===== config.mk =====
export PLATFORM = sky130hd
export DESIGN_NAME = seg_xlate_top
export DESIGN_NICKNAME = d
export VERILOG_FILES = /design/src/rtl/seg_xlate_pkg.sv /design/src/rtl/seg_sel_file.sv /design/src/rtl/seg_desc_table.sv /design/src/rtl/seg_addr_calc.sv /design/src/rtl/seg_xlate_top.sv
export SDC_FILE = /design/constraint.sdc
export NUM_CORES = 2
export LEC_CHECK = 0
export BUFFER_PORTS_ARGS = -buffer_cell sky130_fd_sc_hd__buf_4
export CORE_ASPECT_RATIO = 2
export CORE_UTILIZATION = 59
export DETAILED_ROUTE_END_ITERATION = 8
export PLACE_DENSITY = 0.78
export SLEW_MARGIN = 30
export SYNTH_ARGS = -nofsm -noshare
export SYNTH_HDL_FRONTEND = slang
export SYNTH_SLANG_ARGS = --single-unit

===== constraint.sdc =====
create_clock -name clk -period 11.7 [get_ports clk]
set_input_delay 1.17 -clock clk [delete_from_list [all_inputs] [get_ports clk]]
set_output_delay 1.17 -clock clk [all_outputs]
set_load 0.05 [all_outputs]

===== src/rtl/seg_xlate_pkg.sv =====
// Shared constants and types for the segmented address translator.
// Assumes a 16-bit selector whose index field starts at bit 3.
package seg_xlate_pkg;
    localparam int unsigned SEL_W      = 16;
    localparam int unsigned ADDR_W     = 32;
    localparam int unsigned LIM_W      = 20;
    localparam int unsigned REAL_W     = 20;
    localparam int unsigned REAL_OFS_W = 16;
    localparam int unsigned REAL_SHIFT = 4;
    localparam int unsigned IDX_LSB    = 3;
    localparam int unsigned TI_BIT     = 2;
    localparam int unsigned FULL_IDX_W = SEL_W - IDX_LSB;

    typedef struct packed {
        logic [ADDR_W-1:0] base;
        logic [LIM_W-1:0]  limit;
    } seg_desc_t;

    typedef enum logic {
        TBL_GLOBAL = 1'b0,
        TBL_LOCAL  = 1'b1
    } seg_tbl_e;
endpackage


===== src/rtl/seg_sel_file.sv =====
// Stored segment selector registers (code, data, stack, extra, ...).
// One write port, one combinational read port; reset clears all to 0.
// A read in the cycle of a write returns the old value.
module seg_sel_file
    import seg_xlate_pkg::*;
#(
    parameter  int unsigned NUM_SREG = 4,
    localparam int unsigned SR_W     = $clog2(NUM_SREG)
) (
    input  logic             clk,
    input  logic             rst_n,
    input  logic             we,
    input  logic [SR_W-1:0]  wr_idx,
    input  logic [SEL_W-1:0] wr_val,
    input  logic [SR_W-1:0]  rd_idx,
    output logic [SEL_W-1:0] rd_val
);
    logic [SEL_W-1:0] regs [NUM_SREG];

    for (genvar i = 0; i < NUM_SREG; i++) begin : g_reg
        // Hold one selector; load it when addressed.
        always_ff @(posedge clk) begin
            if (!rst_n)
                regs[i] <= '0;
            else if (we && (wr_idx == SR_W'(i)))
                regs[i] <= wr_val;
        end
    end

    // Read the addressed selector.
    always_comb rd_val = regs[rd_idx];
endmodule


===== src/rtl/seg_desc_table.sv =====
// One descriptor table: DEPTH entries of base and limit.
// Write port for configuration, combinational read for translation.
// Reset clears every entry to base 0, limit 0.
module seg_desc_table
    import seg_xlate_pkg::*;
#(
    parameter  int unsigned DEPTH = 8,
    localparam int unsigned IDX_W = $clog2(DEPTH)
) (
    input  logic             clk,
    input  logic             rst_n,
    input  logic             we,
    input  logic [IDX_W-1:0] wr_idx,
    input  seg_desc_t        wr_desc,
    input  logic [IDX_W-1:0] rd_idx,
    output seg_desc_t        rd_desc
);
    seg_desc_t entry [DEPTH];

    for (genvar i = 0; i < DEPTH; i++) begin : g_ent
        // Hold one descriptor; load it when addressed.
        always_ff @(posedge clk) begin
            if (!rst_n)
                entry[i] <= '0;
            else if (we && (wr_idx == IDX_W'(i)))
                entry[i] <= wr_desc;
        end
    end

    // Read the addressed descriptor.
    always_comb rd_desc = entry[rd_idx];
endmodule


===== src/rtl/seg_addr_calc.sv =====
// Combinational base derivation and address sum.
// Real mode: selector scaled by 16, plus low offset, wrapped to 20 bits.
// Protected mode: descriptor chosen by the table bit, index range and
// limit checked, base plus full offset wrapped to 32 bits.
module seg_addr_calc
    import seg_xlate_pkg::*;
#(
    parameter int unsigned TBL_DEPTH = 8
) (
    input  logic              prot,
    input  logic [SEL_W-1:0]  sel,
    input  logic [ADDR_W-1:0] ofs,
    input  seg_desc_t         gdesc,
    input  seg_desc_t         ldesc,
    output logic [ADDR_W-1:0] addr,
    output logic              fault
);
    logic [REAL_W-1:0]     real_sum;
    logic [FULL_IDX_W-1:0] idx_full;
    logic                  idx_ok;
    seg_desc_t             desc;
    logic                  over_lim;

    // Real-mode path: scaled selector plus 16-bit offset, carry dropped.
    always_comb real_sum = REAL_W'({sel, {REAL_SHIFT{1'b0}}})
                         + REAL_W'(ofs[REAL_OFS_W-1:0]);

    // Protected-mode path: pick table, check index and limit.
    always_comb begin
        idx_full = sel[SEL_W-1:IDX_LSB];
        idx_ok   = idx_full < FULL_IDX_W'(TBL_DEPTH);
        desc     = (seg_tbl_e'(sel[TI_BIT]) == TBL_LOCAL) ? ldesc : gdesc;
        over_lim = ofs > {{(ADDR_W-LIM_W){1'b0}}, desc.limit};
    end

    // Select the mode's result and fault.
    always_comb begin
        if (prot) begin
            addr  = desc.base + ofs;
            fault = !idx_ok || over_lim;
        end else begin
            addr  = {{(ADDR_W-REAL_W){1'b0}}, real_sum};
            fault = 1'b0;
        end
    end
endmodule


===== src/rtl/seg_xlate_top.sv =====
// Segmented logical-to-linear address translator, top level.
// Assumes at most one request in flight; result registered one clock
// after req_vld. Outputs are zero in cycles without a result.
module seg_xlate_top
    import seg_xlate_pkg::*;
#(
    parameter  int unsigned TBL_DEPTH = 8,
    parameter  int unsigned NUM_SREG  = 4,
    localparam int unsigned IDX_W     = $clog2(TBL_DEPTH),
    localparam int unsigned SR_W      = $clog2(NUM_SREG)
) (
    input  logic              clk,
    input  logic              rst_n,
    input  logic              cfg_we,
    input  logic              cfg_tbl,
    input  logic [IDX_W-1:0]  cfg_idx,
    input  logic [ADDR_W-1:0] cfg_base,
    input  logic [LIM_W-1:0]  cfg_limit,
    input  logic              sreg_we,
    input  logic [SR_W-1:0]   sreg_wr_idx,
    input  logic [SEL_W-1:0]  sreg_wr_val,
    input  logic              req_vld,
    input  logic              req_prot,
    input  logic              req_use_sel,
    input  logic [SEL_W-1:0]  req_sel,
    input  logic [SR_W-1:0]   req_sreg,
    input  logic [ADDR_W-1:0] req_ofs,
    output logic [ADDR_W-1:0] lin_addr,
    output logic              lin_vld,
    output logic              lin_fault,
    output logic              lin_final
);
    localparam int unsigned NUM_TBL = 2;

    logic [SEL_W-1:0]  sreg_val;
    logic [SEL_W-1:0]  sel;
    seg_desc_t         rd_desc [NUM_TBL];
    seg_desc_t         wr_desc;
    logic [ADDR_W-1:0] calc_addr;
    logic              calc_fault;

    seg_sel_file #(.NUM_SREG(NUM_SREG)) u_sregs (
        .clk    (clk),
        .rst_n  (rst_n),
        .we     (sreg_we),
        .wr_idx (sreg_wr_idx),
        .wr_val (sreg_wr_val),
        .rd_idx (req_sreg),
        .rd_val (sreg_val)
    );

    // Choose the explicit selector or a stored one.
    always_comb sel = req_use_sel ? req_sel : sreg_val;

    // Pack the configuration write data.
    always_comb wr_desc = '{base: cfg_base, limit: cfg_limit};

    for (genvar t = 0; t < NUM_TBL; t++) begin : g_tbl
        seg_desc_table #(.DEPTH(TBL_DEPTH)) u_tbl (
            .clk     (clk),
            .rst_n   (rst_n),
            .we      (cfg_we && (cfg_tbl == 1'(t))),
            .wr_idx  (cfg_idx),
            .wr_desc (wr_desc),
            .rd_idx  (sel[IDX_LSB +: IDX_W]),
            .rd_desc (rd_desc[t])
        );
    end

    seg_addr_calc #(.TBL_DEPTH(TBL_DEPTH)) u_calc (
        .prot  (req_prot),
        .sel   (sel),
        .ofs   (req_ofs),
        .gdesc (rd_desc[TBL_GLOBAL]),
        .ldesc (rd_desc[TBL_LOCAL]),
        .addr  (calc_addr),
        .fault (calc_fault)
    );

    // Register the result for one cycle per request.
    always_ff @(posedge clk) begin
        if (!rst_n) begin
            lin_addr  <= '0;
            lin_vld   <= 1'b0;
            lin_fault <= 1'b0;
            lin_final <= 1'b0;
        end else begin
            lin_vld   <= req_vld && !calc_fault;
            lin_fault <= req_vld && calc_fault;
            lin_final <= req_vld && !req_prot;
            lin_addr  <= (req_vld && !calc_fault) ? calc_addr : '0;
        end
    end
endmodule


==> results_dict.tcl <==
set metrics [dict create \
    gr-total-overflow 0 \
    hold_viol_final 0 \
    status "completed" \
    hpwl_um 75400 \
    yosysSeqAreaShare_pct 61.2 \
    cts_buffer_depth 3 \
    wl_per_cell_um 25.8 \
    path_max_fanout 54 \
    htreeDepth 3 \
    root_buffer "clkbuf_16" \
    fin_nets 4271 \
    num_io_pins 166 \
    reg2reg_depth 20 \
    switching_share_pct 27.3 \
    skew_ps 25.6 \
    drcViolationCount 0 \
    clock-sinks 931 \
    ir_drop_mv 0.0982 \
    numCtsBuffers 76 \
    yosysMostFrequentCell "and2_1" \
    slew_headroom_pct 29.9 \
    hp-class "primary input to register" \
    grtUsageTotal_pct 34.5 \
    hold_ws_ps 780 \
    die_h_um 393 \
    synth_edf_count 896 \
    synth_area_leaders "edfxtp_1, and2_1, nand2_1, nand3_1, a311oi_1" \
    clkPwrFrac_pct 33.4 \
    crit_type "primary input to register" \
    critPathRequiredTime_ps 12210 \
    maxCapViolations 0 \
    layout_worst_path_cycle_share_pct 60.3 \
    clk_latency_ps 650 \
    r2r_start "u_sregs.regs[3][4]" \
    intPower_w 0.00567 \
    synth_top_flop_cell "edfxtp_1" \
    total_power_w 0.00780 \
    grt_pass1_vias 32100 \
    worst_slew_pin_slew_ps 1050 \
    synth_cells 4087 \
    initialDrtViolationCount 3558 \
    r2r_slack_ps 5100 \
    yosys-top-cells-count "and2_1, edfxtp_1, nand2_1, nand3_1, clkbuf_1" \
    die_width_um 197 \
    setup.worst_path.start "req_sreg[1]" \
    viasPerCell 6.29 \
    grt_pass1_wl_um 194000 \
    postCtsSetupBuffers 0 \
    hold_buffers 0 \
    via_count 32500 \
    power_density_nw_per_um2 157 \
    clkTransAtPathRegs_ps 70 \
    cp-start-kind "primary input" \
    leakage_nw 18.9 \
    synth_top_area_share_pct 59.7 \
    finalSetupViolCount 0 \
    firstDrtPassIters 6 \
    ys_ff_latch 931 \
    ys_types 65 \
    routed_wl_um 133000 \
    drive_gt1_share_pct 10.2 \
    maxSlewViolCount 0 \
    endpoint_kind "register" \
    final_area_um2 49800 \
    netlist_area_um2 45100 \
    core_area_um2 75900 \
    antenna_found_initial 10 \
    synth_largest_area_cell "edfxtp_1" \
    p_seq_share_pct 50.0 \
    numPortBuffers 165 \
    achievable-frequency_ghz 0.142 \
    area_growth_pct 10.4 \
    power.switching_w 0.00213 \
    cpMostUsedCell "buf_4" \
    async_reset_ff_share_pct 0 \
    r2r-end "lin_addr[27]" \
    initial_core_util_pct 59.4 \
    dieArea_um2 77600 \
    endpoint "lin_addr[27]" \
    worstPathCellList "buf_4 > mux4_2 > mux2i_4 > buf_4 > buf_4 > buf_4 > nand2_1 > and3_1 > a311oi_1 > nor3_1 > a31oi_1 > ha_1 > a211oi_1 > o211ai_1 > a221oi_1 > o21ai_0 > nand4_1 > a21oi_1 > a221oi_1 > xor2_1 > nor3_1" \
    timing.setup.tns_ps 0 \
    critPathArrivalTime_ps 7560 \
    place_congestion 0.895 \
    placed_area_um2 47200 \
    post-route-min-period_ps 7060 \
    tritoncts "built" \
    p_comb_share_pct 16.6 \
    ys_warn_count 0 \
    syn_nets 4283 \
    syn_area_per_cell_um2 11.0 \
    whs_path_depth 3 \
    postRouteAntennaNets 0 \
    setup_ws_ps 4640 \
    place_ws_ps 4190 \
    grt_start_max_net_pins 175 \
    crit_path_max_incr_delay_ps 890 \
    crit_path_top_delay_cell "a221oi_1" \
    cts-resized-gates 0 \
    rsz0062_at_grt "no" \
    std_cell_rows 143 \
]
[power by group through the flow]
stage | sequential (W) | combinational [W] | clock (W)
5_1_grt | 0.00392 | 0.00138 | 0.00272
2_1_floorplan | 0.00399 | 0.000818 | 0
4_1_cts | 0.00390 | 0.00127 | 0.00261
3_5_place_dp | 0.00397 | 0.00126 | 0
6_report | 0.00390 | 0.00129 | 0.00260
3_3_place_gp | 0.00397 | 0.00123 | 0
[placed cells by master, fill, tap and decap left out, types with 35 or more instances in the layout]
cell	instances
nand2_1	847
a311oi_1	102
a21oi_1	44
nand3_1	338
ha_1	63
buf_4	223
and2_1	897
edfxtp_1	896
nor2_1	48
and3_1	103
dfxtp_1	35
nor3_1	52
clkbuf_16	79
a31oi_1	36
[metrics by stage]
step,utilization [%],instances
floorplan,-,4087
global placement,62.1,5006
detailed placement,62.3,5010
CTS,65.5,5150
global route,65.6,5154
finish,65.6,5159
[flip-flops by register name (all words and copies together), names as in the netlist]
signal	cells
lin_final	1
u_sregs.regs	64
lin_vld	1
lin_fault	1
lin_addr	32
g_tbl.u_tbl.entry	832
[layout make-up]
type	instances	area (µm²)
timing repair buffer	234	1930
multi-input combinational	2812	16400
antenna	7	17.5
clock buffer	98	2090
inverter	20	90.1
clock inverter	42	394
tap	1015	1270
fill	5633	26100
sequential	931	27600
[worst max-delay path: cells and delay by family]
family | cells | cell delay [ps]
muxes | 2 | 720
adders and majority gates | 1 | 310
buffers and inverters | 4 | 1530
and+or+nand+nor | 5 | 700
AOI/OAI and AO/OA | 8 | 2870
xor gates and xnor gates | 1 | 180
[worst min path at each step]
stage | startpoint | end
6_report | req_vld | lin_final
5_1_grt | sreg_wr_val[7] | u_sregs.regs[3][7]
4_1_cts | req_vld | lin_final
3_5_place_dp | u_sregs.regs[3][0] | lin_addr[4]
3_3_place_gp | u_sregs.regs[3][0] | lin_addr[4]
2_1_floorplan | u_sregs.regs[2][0] | lin_addr[4]
[per-layer routing]
metal	global-route usage (%)	wire length, µm
met5	0	81
met4	23.4	9270
met3	7.86	14300
met2	59.0	65800
met1	38.0	43600
[cell families (layout without fill, tap and decap cells)]
| family | after synthesis | in the layout | synth area share [%] |
|---|---|---|---|
| and+or+nand+nor | 2355 | 2355 | 26.6 |
| DFF | 931 | 931 | 61.2 |
| buffers and inverters | 344 | 394 | 3.20 |
| AOI/OAI and AO/OA | 304 | 304 | 4.87 |
| adders and majority gates | 65 | 65 | 1.84 |
| muxes | 49 | 49 | 1.55 |
| xor gates and xnor gates | 39 | 39 | 0.757 |
| other | 0 | 7 | 0 |
Note: power is estimated with default switching activity, not from simulation.
